**src/rtl/adc_seq_pkg.sv**
```systemverilog
package adc_seq_pkg;

  typedef enum logic [2:0] {
    S_IDLE,
    S_BIAS,
    S_ENA,
    S_WAIT,
    S_TEAR
  } seq_state_e;

  localparam int CTRL_W   = 8;
  localparam int START_B  = 0;
  localparam int CH_LO    = 1;
  localparam int EN_B     = 5;
  localparam int BIAS_B   = 6;

  // time in us to cycles, never below one cycle
  function automatic longint us_to_cyc(longint clk_hz, longint us);
    longint c;
    c = (clk_hz * us) / 64'd1000000;
    return (c < 1) ? 64'd1 : c;
  endfunction

endpackage

```
**src/rtl/adc_seq_timer.sv**
```systemverilog
module adc_seq_timer #(
  parameter int W = 8
) (
  input  logic         clk_i,
  input  logic         rst_ni,
  input  logic         load_i,
  input  logic [W-1:0] val_i,
  output logic         expired_o
);

  logic [W-1:0] cnt_q;

  always_ff @(posedge clk_i or negedge rst_ni) begin
    if (!rst_ni)             cnt_q <= '0;
    else if (load_i)         cnt_q <= val_i - W'(1);
    else if (cnt_q != '0)    cnt_q <= cnt_q - W'(1);
  end

  assign expired_o = (cnt_q == '0);

  p_load_nonzero_r3: assert property (@(posedge clk_i) disable iff (!rst_ni)
    load_i |-> (val_i != '0));

endmodule

```
**src/rtl/adc_seq_fsm.sv**
```systemverilog
module adc_seq_fsm
  import adc_seq_pkg::*;
#(
  parameter int        CH_W     = 2,
  parameter int        CNT_W    = 8,
  parameter int        BIAS_CH  = 2,
  parameter logic [CNT_W-1:0] GAP_V  = CNT_W'(8),
  parameter logic [CNT_W-1:0] BIAS_V = CNT_W'(20),
  parameter logic [CNT_W-1:0] TO_V   = CNT_W'(60)
) (
  input  logic              clk_i,
  input  logic              rst_ni,
  input  logic              req_i,
  input  logic [CH_W-1:0]   req_ch_i,
  input  logic              done_i,
  input  logic              expired_i,
  output logic              load_o,
  output logic [CNT_W-1:0]  load_val_o,
  output logic [CTRL_W-1:0] ctrl_o,
  output logic              busy_o,
  output logic [CH_W-1:0]   ch_o,
  output logic              capture_o,
  output logic              timeout_o
);

  seq_state_e      st_q, st_d;
  logic [CH_W-1:0] ch_q, ch_d;
  logic            to_q, to_d;
  logic            bias_ch;

  assign bias_ch = (ch_q == CH_W'(BIAS_CH));

  always_comb begin
    st_d       = st_q;
    ch_d       = ch_q;
    load_o     = 1'b0;
    load_val_o = GAP_V;
    capture_o  = 1'b0;
    to_d       = 1'b0;
    unique case (st_q)
      S_IDLE: if (req_i) begin
        ch_d   = req_ch_i;
        load_o = 1'b1;
        if (req_ch_i == CH_W'(BIAS_CH)) begin
          st_d       = S_BIAS;
          load_val_o = BIAS_V;
        end else begin
          st_d = S_ENA;
        end
      end
      S_BIAS: if (expired_i) begin
        st_d   = S_ENA;
        load_o = 1'b1;
      end
      S_ENA: if (expired_i) begin
        st_d       = S_WAIT;
        load_o     = 1'b1;
        load_val_o = TO_V;
      end
      S_WAIT: begin
        if (done_i) begin
          st_d      = S_TEAR;
          capture_o = 1'b1;
        end else if (expired_i) begin
          st_d = S_TEAR;
          to_d = 1'b1;
        end
      end
      S_TEAR:  st_d = S_IDLE;
      default: st_d = S_IDLE;
    endcase
  end

  always_ff @(posedge clk_i or negedge rst_ni) begin
    if (!rst_ni) begin
      st_q <= S_IDLE;
      ch_q <= '0;
      to_q <= 1'b0;
    end else begin
      st_q <= st_d;
      ch_q <= ch_d;
      to_q <= to_d;
    end
  end

  always_comb begin
    ctrl_o = '0;
    if (st_q == S_ENA || st_q == S_WAIT) begin
      ctrl_o[EN_B]            = 1'b1;
      ctrl_o[CH_LO +: CH_W]   = ch_q;
    end
    if (st_q == S_WAIT) ctrl_o[START_B] = 1'b1;
    if ((st_q == S_BIAS || st_q == S_ENA || st_q == S_WAIT) && bias_ch)
      ctrl_o[BIAS_B] = 1'b1;
  end

  assign busy_o    = (st_q != S_IDLE);
  assign ch_o      = ch_q;
  assign timeout_o = to_q;

  // lead-time counters observed by the checks below
  logic [CNT_W-1:0] en_run_q, bias_run_q;
  always_ff @(posedge clk_i or negedge rst_ni) begin
    if (!rst_ni) begin
      en_run_q   <= '0;
      bias_run_q <= '0;
    end else begin
      en_run_q   <= !ctrl_o[EN_B] ? '0 :
                    (&en_run_q) ? en_run_q : en_run_q + CNT_W'(1);
      bias_run_q <= !ctrl_o[BIAS_B] ? '0 :
                    (&bias_run_q) ? bias_run_q : bias_run_q + CNT_W'(1);
    end
  end

  p_en_before_start_r3: assert property (@(posedge clk_i) disable iff (!rst_ni)
    $rose(ctrl_o[START_B]) |-> $past(ctrl_o[EN_B]));

  p_gap_met_r3: assert property (@(posedge clk_i) disable iff (!rst_ni)
    $rose(ctrl_o[START_B]) |-> (en_run_q >= GAP_V));

  p_bias_lead_r4: assert property (@(posedge clk_i) disable iff (!rst_ni)
    ($rose(ctrl_o[EN_B]) && ctrl_o[BIAS_B]) |-> (bias_run_q >= BIAS_V));

  p_idle_quiet_r2: assert property (@(posedge clk_i) disable iff (!rst_ni)
    !busy_o |-> (ctrl_o == '0));

endmodule

```
**src/rtl/adc_seq_result.sv**
```systemverilog
module adc_seq_result #(
  parameter int          CH_W      = 2,
  parameter int          DATA_W    = 16,
  parameter int          RES_W     = 10,
  parameter int          ADDR_W    = 8,
  parameter logic [ADDR_W-1:0] DATA_BASE = 8'h54
) (
  input  logic              clk_i,
  input  logic              rst_ni,
  input  logic              capture_i,
  input  logic [DATA_W-1:0] data_i,
  input  logic [CH_W-1:0]   ch_i,
  output logic [RES_W-1:0]  res_o,
  output logic [CH_W-1:0]   res_ch_o,
  output logic              res_valid_o,
  output logic [ADDR_W-1:0] rd_addr_o
);

  logic [DATA_W-RES_W-1:0] unused_hi;
  assign unused_hi = data_i[DATA_W-1:RES_W];

  always_ff @(posedge clk_i or negedge rst_ni) begin
    if (!rst_ni) begin
      res_o       <= '0;
      res_ch_o    <= '0;
      res_valid_o <= 1'b0;
    end else begin
      res_valid_o <= capture_i;
      if (capture_i) begin
        res_o    <= data_i[RES_W-1:0];
        res_ch_o <= ch_i;
      end
    end
  end

  // two bytes per channel, high byte at the lower address
  assign rd_addr_o = DATA_BASE + ADDR_W'({ch_i, 1'b0});

  p_res_hold_r6: assert property (@(posedge clk_i) disable iff (!rst_ni)
    !$past(capture_i) |-> $stable(res_o));

endmodule

```
**src/rtl/adc_conv_seq.sv**
```systemverilog
module adc_conv_seq
  import adc_seq_pkg::*;
#(
  parameter longint CLK_HZ     = 100_000_000,
  parameter longint GAP_US     = 50,
  parameter longint BIAS_US    = 35_000,
  parameter longint TIMEOUT_US = 5_000_000,
  parameter int     CH_W       = 2,
  parameter int     DATA_W     = 16,
  parameter int     RES_W      = 10,
  parameter int     ADDR_W     = 8,
  parameter logic [ADDR_W-1:0] DATA_BASE = 8'h54,
  parameter int     BIAS_CH    = 2
) (
  input  logic              clk_i,
  input  logic              rst_ni,
  input  logic              req_i,
  input  logic [CH_W-1:0]   req_ch_i,
  input  logic              adc_done_i,
  input  logic [DATA_W-1:0] adc_data_i,
  output logic [CTRL_W-1:0] ctrl_o,
  output logic [ADDR_W-1:0] rd_addr_o,
  output logic              busy_o,
  output logic [RES_W-1:0]  res_o,
  output logic [CH_W-1:0]   res_ch_o,
  output logic              res_valid_o,
  output logic              timeout_o
);

  localparam longint GAP_CYC  = us_to_cyc(CLK_HZ, GAP_US);
  localparam longint BIAS_CYC = us_to_cyc(CLK_HZ, BIAS_US);
  localparam longint TO_CYC   = us_to_cyc(CLK_HZ, TIMEOUT_US);
  localparam longint MAX_A    = (GAP_CYC > BIAS_CYC) ? GAP_CYC : BIAS_CYC;
  localparam longint MAX_CYC  = (MAX_A > TO_CYC) ? MAX_A : TO_CYC;
  localparam int     CNT_W    = $clog2(MAX_CYC + 1);

  logic             load;
  logic [CNT_W-1:0] load_val;
  logic             expired;
  logic             capture;
  logic [CH_W-1:0]  ch;

  adc_seq_timer #(.W(CNT_W)) u_timer (
    .clk_i    (clk_i),
    .rst_ni   (rst_ni),
    .load_i   (load),
    .val_i    (load_val),
    .expired_o(expired)
  );

  adc_seq_fsm #(
    .CH_W   (CH_W),
    .CNT_W  (CNT_W),
    .BIAS_CH(BIAS_CH),
    .GAP_V  (CNT_W'(GAP_CYC)),
    .BIAS_V (CNT_W'(BIAS_CYC)),
    .TO_V   (CNT_W'(TO_CYC))
  ) u_fsm (
    .clk_i     (clk_i),
    .rst_ni    (rst_ni),
    .req_i     (req_i),
    .req_ch_i  (req_ch_i),
    .done_i    (adc_done_i),
    .expired_i (expired),
    .load_o    (load),
    .load_val_o(load_val),
    .ctrl_o    (ctrl_o),
    .busy_o    (busy_o),
    .ch_o      (ch),
    .capture_o (capture),
    .timeout_o (timeout_o)
  );

  adc_seq_result #(
    .CH_W     (CH_W),
    .DATA_W   (DATA_W),
    .RES_W    (RES_W),
    .ADDR_W   (ADDR_W),
    .DATA_BASE(DATA_BASE)
  ) u_result (
    .clk_i      (clk_i),
    .rst_ni     (rst_ni),
    .capture_i  (capture),
    .data_i     (adc_data_i),
    .ch_i       (ch),
    .res_o      (res_o),
    .res_ch_o   (res_ch_o),
    .res_valid_o(res_valid_o),
    .rd_addr_o  (rd_addr_o)
  );

  p_teardown_clear_r7: assert property (@(posedge clk_i) disable iff (!rst_ni)
    (res_valid_o || timeout_o) |-> (ctrl_o[BIAS_B] == 1'b0 && ctrl_o[EN_B] == 1'b0
                                    && ctrl_o[START_B] == 1'b0));

  p_one_outcome_r5: assert property (@(posedge clk_i) disable iff (!rst_ni)
    !(res_valid_o && timeout_o));

  p_bias_only_ch2_r4: assert property (@(posedge clk_i) disable iff (!rst_ni)
    ctrl_o[BIAS_B] |-> (rd_addr_o == DATA_BASE + ADDR_W'(2 * BIAS_CH)));

  p_done_in_wait_r10: assert property (@(posedge clk_i) disable iff (!rst_ni)
    res_valid_o |-> $past(ctrl_o[START_B]));

  p_ch_held_r9: assert property (@(posedge clk_i) disable iff (!rst_ni)
    (busy_o && $past(busy_o)) |-> $stable(rd_addr_o));

  p_spare_bits_r2: assert property (@(posedge clk_i) disable iff (!rst_ni)
    (ctrl_o[3] == 1'b0 && ctrl_o[4] == 1'b0 && ctrl_o[7] == 1'b0));

endmodule

```
**config.mk**
```make
export PLATFORM = sky130hd
export DESIGN_NAME = adc_conv_seq
export DESIGN_NICKNAME = d
export VERILOG_FILES = /design/src/rtl/adc_seq_pkg.sv /design/src/rtl/adc_seq_timer.sv /design/src/rtl/adc_seq_fsm.sv /design/src/rtl/adc_seq_result.sv /design/src/rtl/adc_conv_seq.sv
export SDC_FILE = /design/constraint.sdc
export NUM_CORES = 1
export LEC_CHECK = 0
export ABC_CLOCK_PERIOD_IN_PS = 4600
export BUFFER_PORTS_ARGS = -buffer_cell sky130_fd_sc_hd__buf_2
export CAP_MARGIN = 25
export CORE_MARGIN = 4
export CORE_UTILIZATION = 53
export DETAILED_ROUTE_END_ITERATION = 10
export GPL_TIMING_DRIVEN = 0
export PLACE_DENSITY = 0.85
export SLEW_MARGIN = 30
export SYNTH_ARGS = -nofsm -noshare
export SYNTH_HDL_FRONTEND = slang
export SYNTH_SLANG_ARGS = --single-unit
export TNS_END_PERCENT = 50
```
**constraint.sdc**
```tcl
create_clock -name clk_i -period 4.6 [get_ports clk_i]
set_input_delay 0 -clock clk_i [delete_from_list [all_inputs] [get_ports clk_i]]
set_output_delay 0 -clock clk_i [all_outputs]
set_load 0.005 [all_outputs]
```
==> results of run 1 <==
[flip-flops by register name, indices dropped and copies added, names as in the netlist]
| register | flops |
|---|---|
| u_fsm.ch_o | 2 |
| u_fsm.st_q | 3 |
| u_fsm.timeout_o | 1 |
| u_result.res_ch_o | 2 |
| u_result.res_o | 10 |
| u_result.res_valid_o | 1 |
| u_timer.cnt_q | 29 |
[per-layer routing]
metal  global-route usage  wire, µm
met2                0.441      3940
met3               0.0493       536
met5                    0         0
met1                0.327      2980
met4               0.0659       136
[layout by cell type, fill, tap and decap left out, types with 5 or more instances in the layout]
cell type      Yosys  final
xor2_1             6      6
xnor2_1           10     10
conb_1             2      8
dfrtp_1           48     48
nand3_1           10     10
buf_4              8      9
nor4_1             7      7
nand2_1           25     25
or3_1              7      7
nor3_1            17     17
o21ai_0           14     14
mux2_2            11     11
clkbuf_8           0      5
nor2_1            34     34
a21oi_1           14     14
dlygate4sd3_1      0     14
clkbuf_1           5      6
buf_2              7     44
[final cells by class]
class | count | area [µm²]
fillers | 402 | 1770
multi-input cells | 228 | 1480
well taps | 70 | 87.6
flip-flops and latches | 48 | 1200
repair buffers | 52 | 333
plain buffers | 21 | 118
clock buffers | 6 | 72.6
clock inverters | 2 | 35.0
inverters | 4 | 15.0
[cells in the mapped netlist (4+ instances only)]
library cell	n	area, µm²
clkbuf_1	5	18.8
xor2_1	6	52.6
buf_4	8	60.1
or2_2	4	25.0
nor2_1	34	128
xnor2_1	10	87.6
nor3_1	17	85.1
inv_1	4	15.0
nand4_1	4	25.0
o21ai_0	14	70.1
nor4_1	7	43.8
a21oi_1	14	70.1
buf_2	7	35.0
dfrtp_1	48	1200
nand2_1	25	93.8
mux2i_1	4	40.0
or3_1	7	43.8
nand3_1	10	50.1
mux2_2	11	124
[metrics by stage]
step                std cells  instance area, µm²  hold slack, ns   util
floorplan                 301                2810          -0.296      -
global placement          409                3090           0.205  0.605
detailed placement        409                3090          0.0520  0.606
CTS                       431                3340           0.211  0.654
global route              431                3340           0.285  0.654
finish                    431                3340           0.212  0.654
[worst min-delay path, stage by stage]
cell and delay (ns):
buf_2 0.11, o21ai_0 0.10, a21oi_1 0.15, a221oi_1 0.05, nor2_1 0.08
[repair_timing]
item / 4_1_cts / 5_1_grt
resized for setup: 0 / 0
hold endpoints to repair: 61 / 0
hold buffers: 14 / 0
[kinds of logic (layout without fill, tap and decap cells)]
logic type,Yosys count,in the layout,synth area share
compound gates,49,49,0.121
xor+xnor,16,16,0.0502
fa+ha+maj,1,1,0.00448
buf+inv,25,85,0.0475
flops,48,48,0.430
mux,15,15,0.0587
other cells,2,8,0.00269
simple gates,139,139,0.285
[where the power goes]
group | internal (mW) | switching (mW) | leakage [nW]
combinational | 0.212 | 0.233 | 0.882
clock | 0.161 | 0.141 | 0.0552
sequential | 0.522 | 0.113 | 0.610
total | 0.895 | 0.487 | 1.55
[final timing paths]
kind,endpoint,cells after the start
setup reg to reg,u_timer.cnt_q[20],15
max in group asynchronous,u_timer.cnt_q[10],2
min in group asynchronous,u_result.res_o[5],2
hold / removal,u_fsm.st_q[1],5
setup / recovery,u_timer.cnt_q[20],15
hold reg to reg,u_result.res_o[8],1
==> flow_summary.toml, run 1 <==
[outcome]
status = "complete, no violations"

[setup_path]
cp.required_ns = 4.82
critPathBufInv = 3
r2r_slack_ns = 0.38
startpoint = "u_timer.cnt_q[2]"
critPathKind = "register to register"
startpoint_type = "register"
critPathArrivalTime_ns = 4.44
slowest_stage = "nor4_1"
cp_max_fo = 10
slowest_delay_ns = 0.49
path_cells = "buf_2 -> nor4_1 -> and4_1 -> clkbuf_1 -> and4_1 -> nor2_1 -> clkbuf_1 -> nand2_1 -> ha_1 -> nor3b_1 -> o211ai_1 -> nor2_1 -> nand3_1 -> or3_1 -> mux2i_1"
crit_family = "simple AND/OR/NAND/NOR gates"
timing.rr.start = "u_timer.cnt_q[2]"
end_kind = "register"

[power]
p_leak_nw = 1.55
total_power_mw = 1.38
power_density_nw_per_um2 = 414
vdd_ir_drop_max_uv = 203

[place]
io_buffer_count = 38
place_ws_ns = 0.609
hpwl_mm = 5.14
gp_congestion = 0.914

[floorplanning]
std_cell_rows = 26
dieArea_um2 = 6490
ios = 53
die_h_um = 80.6
core_area_um2 = 5110
start_util = 0.546
die_w_um = 80.6

[global_route]
grt_pass1_wl_mm = 12.8
grt_max_degree = 49
grt_pass1_vias = 2601
overflow = 0
antenna_found_initial = 0
track_usage = 0.255

[detailed_routing]
final_antenna_net_count = 0
firstDrtPassIters = 5
drt-vias-per-instance = 6.00
wl_per_cell_um = 17.6
drtIter0Drc = 406
routed_wl_mm = 7.59
num_vias = 2587
drc = 0

[cts]
post_cts.repair.setup_buffers = 0
cts_buffer_depth = 2
h-tree-depth = 2
cts_tree = "yes"
insertion_delay_ns = 0.31
clk_pin_slew_worst_paths_ns = 0.09
clock-root-buffer = "clkbuf_8"
cts_buffers = 5
clock-sinks = 48

[synth]
synth_edf_count = 0
syn_area_per_cell_um2 = 9.46
synthCells = 295
synth_seq_cells = 48
synthFlopType = "dfrtp_1"
netlist_area_um2 = 2790
ys_warn_count = 0
synth.distinct_cells = 57
synthArstFlopShare = 1.00
ys_seq_area_frac = 0.430

[timing]
rsz0062_at_grt = "no"
tns_ns = 0
slew_viol_final = 0
fin_ws_ns = 0.379
fmax_ghz = 0.237
finalCriticalPeriod_ns = 4.22
worstMarginPinSlew_ns = 0.650
finalCritPeriodShare = 0.918
finalHoldViolations = 0
skew_ns = 0.0104
slew_headroom = 0.562
setup_viol = 0

[final_layout]
antenna_cells = 0
area_delta_synth_final_pct = 19.7
final_nets = 383
drive_gt1_frac = 0.244

[min_path]
hp-class = "primary input to register"
hp-start = "req_i"

[job]
drv_cap = 0
No activity file was read; power rests on OpenSTA's default activity.
==> run 2: changes to the inputs <==
--- a/config.mk
+++ b/config.mk
@@ -7,8 +7,7 @@
 export LEC_CHECK = 0
 export ABC_CLOCK_PERIOD_IN_PS = 4600
 export BUFFER_PORTS_ARGS = -buffer_cell sky130_fd_sc_hd__buf_2
-export CAP_MARGIN = 25
-export CORE_MARGIN = 4
+export CORE_MARGIN = 1.5
 export CORE_UTILIZATION = 53
 export DETAILED_ROUTE_END_ITERATION = 10
 export GPL_TIMING_DRIVEN = 0
==> constraint.sdc (replaced) <==
create_clock -name clk_i -period 4.6 [get_ports clk_i]
set_input_delay 0 -clock clk_i [delete_from_list [all_inputs] [get_ports clk_i]]
set_output_delay 0 -clock clk_i [all_outputs]
set_load 0.05 [all_outputs]
==> run 2 against run 1 <==
Sequential power about the same. Global-route usage increased by 3.0 points. Hold slack improved by 0.025 ns. Register-to-register slack improved by 0.07 ns. Clock skew decreased by 0.00062 ns. Combinational power increased by 33%. Critical path depth unchanged. Wire length decreased by 0.13%. First-iteration DRC count decreased by 11%. Cell count unchanged. Cell area unchanged. Critical endpoint unchanged. Largest cell class unchanged. Largest power group unchanged.
==> flow_summary.toml, run 2 (synthesized netlist as in run 1, its figures left out) <==
[global_route]
track_usage = 0.286
overflow = 0
grt_max_degree = 49
antenna_found_initial = 0
grt_pass1_vias = 2536
grt_pass1_wl_mm = 12.3

[final_layout]
postLayoutCellArea_um2 = 3340
max_flop_register = "u_timer.cnt_q"
antenna_cells = 0
final_nets = 383
top_regs = "u_timer.cnt_q (29), u_result.res_o (10), u_fsm.st_q (3)"
final_common_cell = "dfrtp_1"
drive_gt1_frac = 0.244
layout_common_cells = "dfrtp_1 (48), buf_2 (44), nor2_1 (34)"
fillers = 417
largest_reg_flops = 29
area_delta_synth_final_pct = 19.7

[floorplanning]
std_cell_rows = 26
ios = 53
die_w_um = 75.6
core_area_um2 = 5070
die_h_um = 75.6
start_util = 0.550
dieArea_um2 = 5710

[cts]
cts_buffers = 5
clk_pin_slew_worst_paths_ns = 0.09
clock-sinks = 48
clock-root-buffer = "clkbuf_8"
h-tree-depth = 2
cts_buffer_depth = 2
cts_tree = "yes"
insertion_delay_ns = 0.31
post_cts.repair.setup_buffers = 0

[detailed_routing]
wl_per_cell_um = 17.6
drtIter0Drc = 363
firstDrtPassIters = 6
num_vias = 2610
drc = 0
final_antenna_net_count = 0
routed_wl_mm = 7.58
drt-vias-per-instance = 6.06

[setup_path]
timing.rr.start = "u_timer.cnt_q[2]"
reg2reg_depth = 15
startpoint_type = "register"
cp_max_fo = 10
worstReg2RegEnd = "u_timer.cnt_q[20]"
startpoint = "u_timer.cnt_q[2]"
r2r_slack_ns = 0.45
end_kind = "register"
critPathKind = "register to register"
cp-endpoint = "u_timer.cnt_q[20]"
cp.required_ns = 4.79
critPathArrivalTime_ns = 4.34

[power]
clkPwrFrac = 0.201
power_density_nw_per_um2 = 459
p_comb_frac = 0.386
p_leak_nw = 1.55
p_sw_frac = 0.415
vdd_ir_drop_max_uv = 287
p_seq_frac = 0.413
p_int_mw = 0.897
p_sw_mw = 0.637

[timing]
tns_ns = 0
finalCriticalPeriod_ns = 4.15
setup_viol = 0
fmax_ghz = 0.241
rsz0062_at_grt = "no"
fin_hold_ws_ns = 0.237
finalHoldViolations = 0
skew_ns = 0.00979
slew_viol_final = 0
slew_headroom = 0.570
finalCritPeriodShare = 0.903
worstMarginPinSlew_ns = 0.640

[outcome]
status = "complete, no violations"

[place]
hpwl_mm = 4.94
io_buffer_count = 38
place_area_um2 = 3090
gp_congestion = 0.929

[job]
drv_cap = 0

[min_path]
hp-class = "primary input to async pin"
==> run 2: cell type report <==
type                            instances  area (µm²)  share of cell area
Multi-Input combinational cell        228        1480               0.443
Sequential cell                        48        1200               0.360
Timing Repair Buffer                   52         333              0.0996
Buffer                                 21         118              0.0352
Tap cell                               70        87.6              0.0262
Clock buffer                            6        72.6              0.0217
Clock inverter                          2        35.0              0.0105
Inverter                                4        15.0             0.00449
==> run 2: worst max-delay path: stages, from the launching register on <==
cell and delay, ns:
dfrtp_1 0.36, buf_2 0.17, nor4_1 0.46, and4_1 0.27
clkbuf_1 0.23, and4_1 0.38, nor2_1 0.09, clkbuf_1 0.29
nand2_1 0.15, ha_1 0.29, nor3b_1 0.30, o211ai_1 0.22
nor2_1 0.15, nand3_1 0.16, or3_1 0.37, mux2i_1 0.13
==> run 2: worst min path at each step <==
stage	to	slack [ns]	cells past startpoint	start
floorplan	u_fsm.ch_o[0]	-0.30	0	rst_ni
global placement	u_fsm.ch_o[0]	0.21	3	req_ch_i[0]
detailed placement	u_timer.cnt_q[11]	0.05	1	rst_ni
CTS	u_fsm.st_q[1]	0.26	5	req_i
global route	u_timer.cnt_q[0]	0.30	2	rst_ni
finish	u_timer.cnt_q[1]	0.24	2	rst_ni
==> run 2: timing repair <==
action / CTS / global route
hold endpoints to repair: 62 / 0
gates resized for setup: 0 / 0
hold buffers: 14 / 0
==> run 2: power groups by stage <==
stage | sequential, mW | clock (mW) | combinational (mW)
6_report | 0.634 | 0.308 | 0.592
3_5_place_dp | 0.635 | 0 | 0.572
5_1_grt | 0.646 | 0.326 | 0.640
2_1_floorplan | 0.692 | 0 | 0.375
3_3_place_gp | 0.629 | 0 | 0.552
4_1_cts | 0.628 | 0.309 | 0.583
==> run 2: through the flow <==
step	utilization	total power, mW	cells	setup slack [ns]
3_5_place_dp	0.609	1.21	409	0.612
5_1_grt	0.658	1.61	431	0.204
6_report	0.658	1.53	431	0.446
3_3_place_gp	0.609	1.18	409	0.757
4_1_cts	0.658	1.52	431	0.596
2_1_floorplan	-	1.07	301	1.27
==> run 2: per-layer routing <==
metal  wire, µm  share of wire  global-route usage  vias up
li1           -              -                   -     1180
met1       3030           0.40               0.380     1255
met2       3830           0.50               0.461      156
met3        585          0.077              0.0648       19
met4        142          0.019               0.103        0
met5          0              0                   0        -
==> run 3: changes to the inputs <==
--- a/config.mk
+++ b/config.mk
@@ -7,6 +7,7 @@
 export LEC_CHECK = 0
 export ABC_CLOCK_PERIOD_IN_PS = 4600
 export BUFFER_PORTS_ARGS = -buffer_cell sky130_fd_sc_hd__buf_2
+export CORE_ASPECT_RATIO = 1.75
 export CORE_MARGIN = 1.5
 export CORE_UTILIZATION = 53
 export DETAILED_ROUTE_END_ITERATION = 10
==> run 3 against run 2 <==
Die area is 0.30% higher. Maximum frequency is 2.6% higher. Via count is 0.77% higher. Cell count is 3.7% lower. Sequential power hardly changed. Cell area is 0.37% lower. Power is 0.61% higher. Clock power is 3% higher. Flip-flop and latch count stayed put. Hold slack worse by 0.042 ns. Largest cell class unchanged. Highest routed layer unchanged.
==> flow_summary.toml, run 3 (synthesized netlist as in run 1, its figures left out) <==
[outcome]
status = "complete, no violations"

[cts]
cts_tree = "yes"
clock-root-buffer = "clkbuf_8"
h-tree-depth = 2
clock-sinks = 48
ctsHoldBuffers = 14
post_cts_resized = 0
clk_pin_slew_worst_paths_ns = 0.10
insertion_delay_ns = 0.31
post_cts.repair.setup_buffers = 0
cts_buffers = 5
cts_buffer_depth = 2

[final_layout]
largest_reg_flops = 29
postLayoutCellArea_um2 = 3330
fillers = 397
multi_input_area_um2 = 1480
layout_common_cells = "dfrtp_1 (48), buf_2 (44), nor2_1 (34)"
area_delta_synth_final_pct = 19.3
top_regs = "u_timer.cnt_q (29), u_result.res_o (10), u_fsm.st_q (3)"
max_flop_register = "u_timer.cnt_q"
final_nets = 383
antenna_cells = 0
final_common_cell = "dfrtp_1"
regArea_um2 = 1200
drive_gt1_frac = 0.247

[global_route]
grt_max_degree = 49
antenna_found_initial = 0
track_usage = 0.290
grt_pass1_vias = 2650
grt_pass1_wl_mm = 12.7
overflow = 0

[min_path]
hp-class = "primary input to register"

[floorplanning]
dieArea_um2 = 5730
die_w_um = 57.8
core_area_um2 = 5020
start_util = 0.556
std_cell_rows = 34
ios = 53
die_h_um = 99.0

[setup_path]
critPathArrivalTime_ns = 4.25
critPathKind = "register to register"
cp.required_ns = 4.80
cp_max_fo = 10
end_kind = "register"
startpoint_type = "register"

[timing]
setup_viol = 0
rsz0062_at_grt = "no"
slew_headroom = 0.563
finalCriticalPeriod_ns = 4.05
fmax_ghz = 0.247
worstMarginPinSlew_ns = 0.653
slew_viol_final = 0
skew_ns = 0.0103
tns_ns = 0
finalCritPeriodShare = 0.881
finalHoldViolations = 0

[detailed_routing]
final_antenna_net_count = 0
num_vias = 2630
wl_per_cell_um = 18.5
drc = 0
routed_wl_mm = 7.66
drtIter0Drc = 116
firstDrtPassIters = 5
drt-vias-per-instance = 6.34

[power]
power_density_nw_per_um2 = 464
p_seq_frac = 0.410
p_leak_nw = 1.55
p_sw_frac = 0.418
clkPwrFrac = 0.205
vdd_ir_drop_max_uv = 404
p_int_mw = 0.899
p_sw_mw = 0.644
p_comb_frac = 0.386

[place]
hpwl_mm = 5.19
place_area_um2 = 3070
io_buffer_count = 38
gp_congestion = 0.911

[job]
drv_cap = 0
## run 3: worst paths after layout
path,startpoint,to,slack [ns],cells after the start
worst max-delay path,u_timer.cnt_q[2],u_timer.cnt_q[20],0.55,15
worst min-delay path,req_i,u_fsm.st_q[1],0.20,5
worst max register to register,u_timer.cnt_q[2],u_timer.cnt_q[20],0.55,15
worst min register to register,u_result.res_o[9],u_result.res_o[9],0.51,1
max in group asynchronous,rst_ni,u_timer.cnt_q[0],3.93,2
min in group asynchronous,rst_ni,u_fsm.st_q[1],0.22,2
## run 3: area by class of cell
cell class	count	share of cell area
Sequential cell	48	0.361
Tap cell	54	0.0203
Buffer	21	0.0353
Timing Repair Buffer	52	0.100
Clock buffer	5	0.0207
Inverter	4	0.00451
Clock inverter	3	0.0139
Multi-Input combinational cell	228	0.444
## run 3: stage by stage
step / power, mW / cells / utilization / worst slack (ns) / hold WS, ns
floorplan: 1.07 / 301 / - / 1.27 / -0.296
global placement: 1.18 / 393 / 0.612 / 0.746 / 0.204
detailed placement: 1.21 / 393 / 0.612 / 0.620 / 0.0527
CTS: 1.54 / 415 / 0.663 / 0.607 / 0.180
global route: 1.62 / 415 / 0.663 / 0.341 / 0.227
finish: 1.54 / 415 / 0.663 / 0.549 / 0.195
## run 3: per-layer routing
| layer | vias up | part of all wire | GRT usage |
|---|---|---|---|
| met5 | - | 0 | 0 |
| met3 | 39 | 0.049 | 0.0472 |
| met2 | 124 | 0.56 | 0.503 |
| met1 | 1290 | 0.34 | 0.315 |
| met4 | 0 | 0.052 | 0.186 |
| li1 | 1177 | - | - |
## run 3: power by group through the flow
stage          combinational [mW]  sequential (mW)  clock [mW]
3_3_place_gp                0.557            0.627           0
6_report                    0.595            0.632       0.316
5_1_grt                     0.637            0.645       0.338
4_1_cts                     0.588            0.626       0.322
3_5_place_dp                0.574            0.635           0
2_1_floorplan               0.375            0.692           0
## run 3: worst max-delay path, cell delays in order (launching register included)
cell	delay (ns)
dfrtp_1	0.37
buf_2	0.16
nor4_1	0.46
and4_1	0.26
clkbuf_1	0.24
and4_1	0.35
nor2_1	0.08
clkbuf_1	0.27
nand2_1	0.14
ha_1	0.29
nor3b_1	0.29
o211ai_1	0.23
nor2_1	0.15
nand3_1	0.17
or3_1	0.36
mux2i_1	0.12
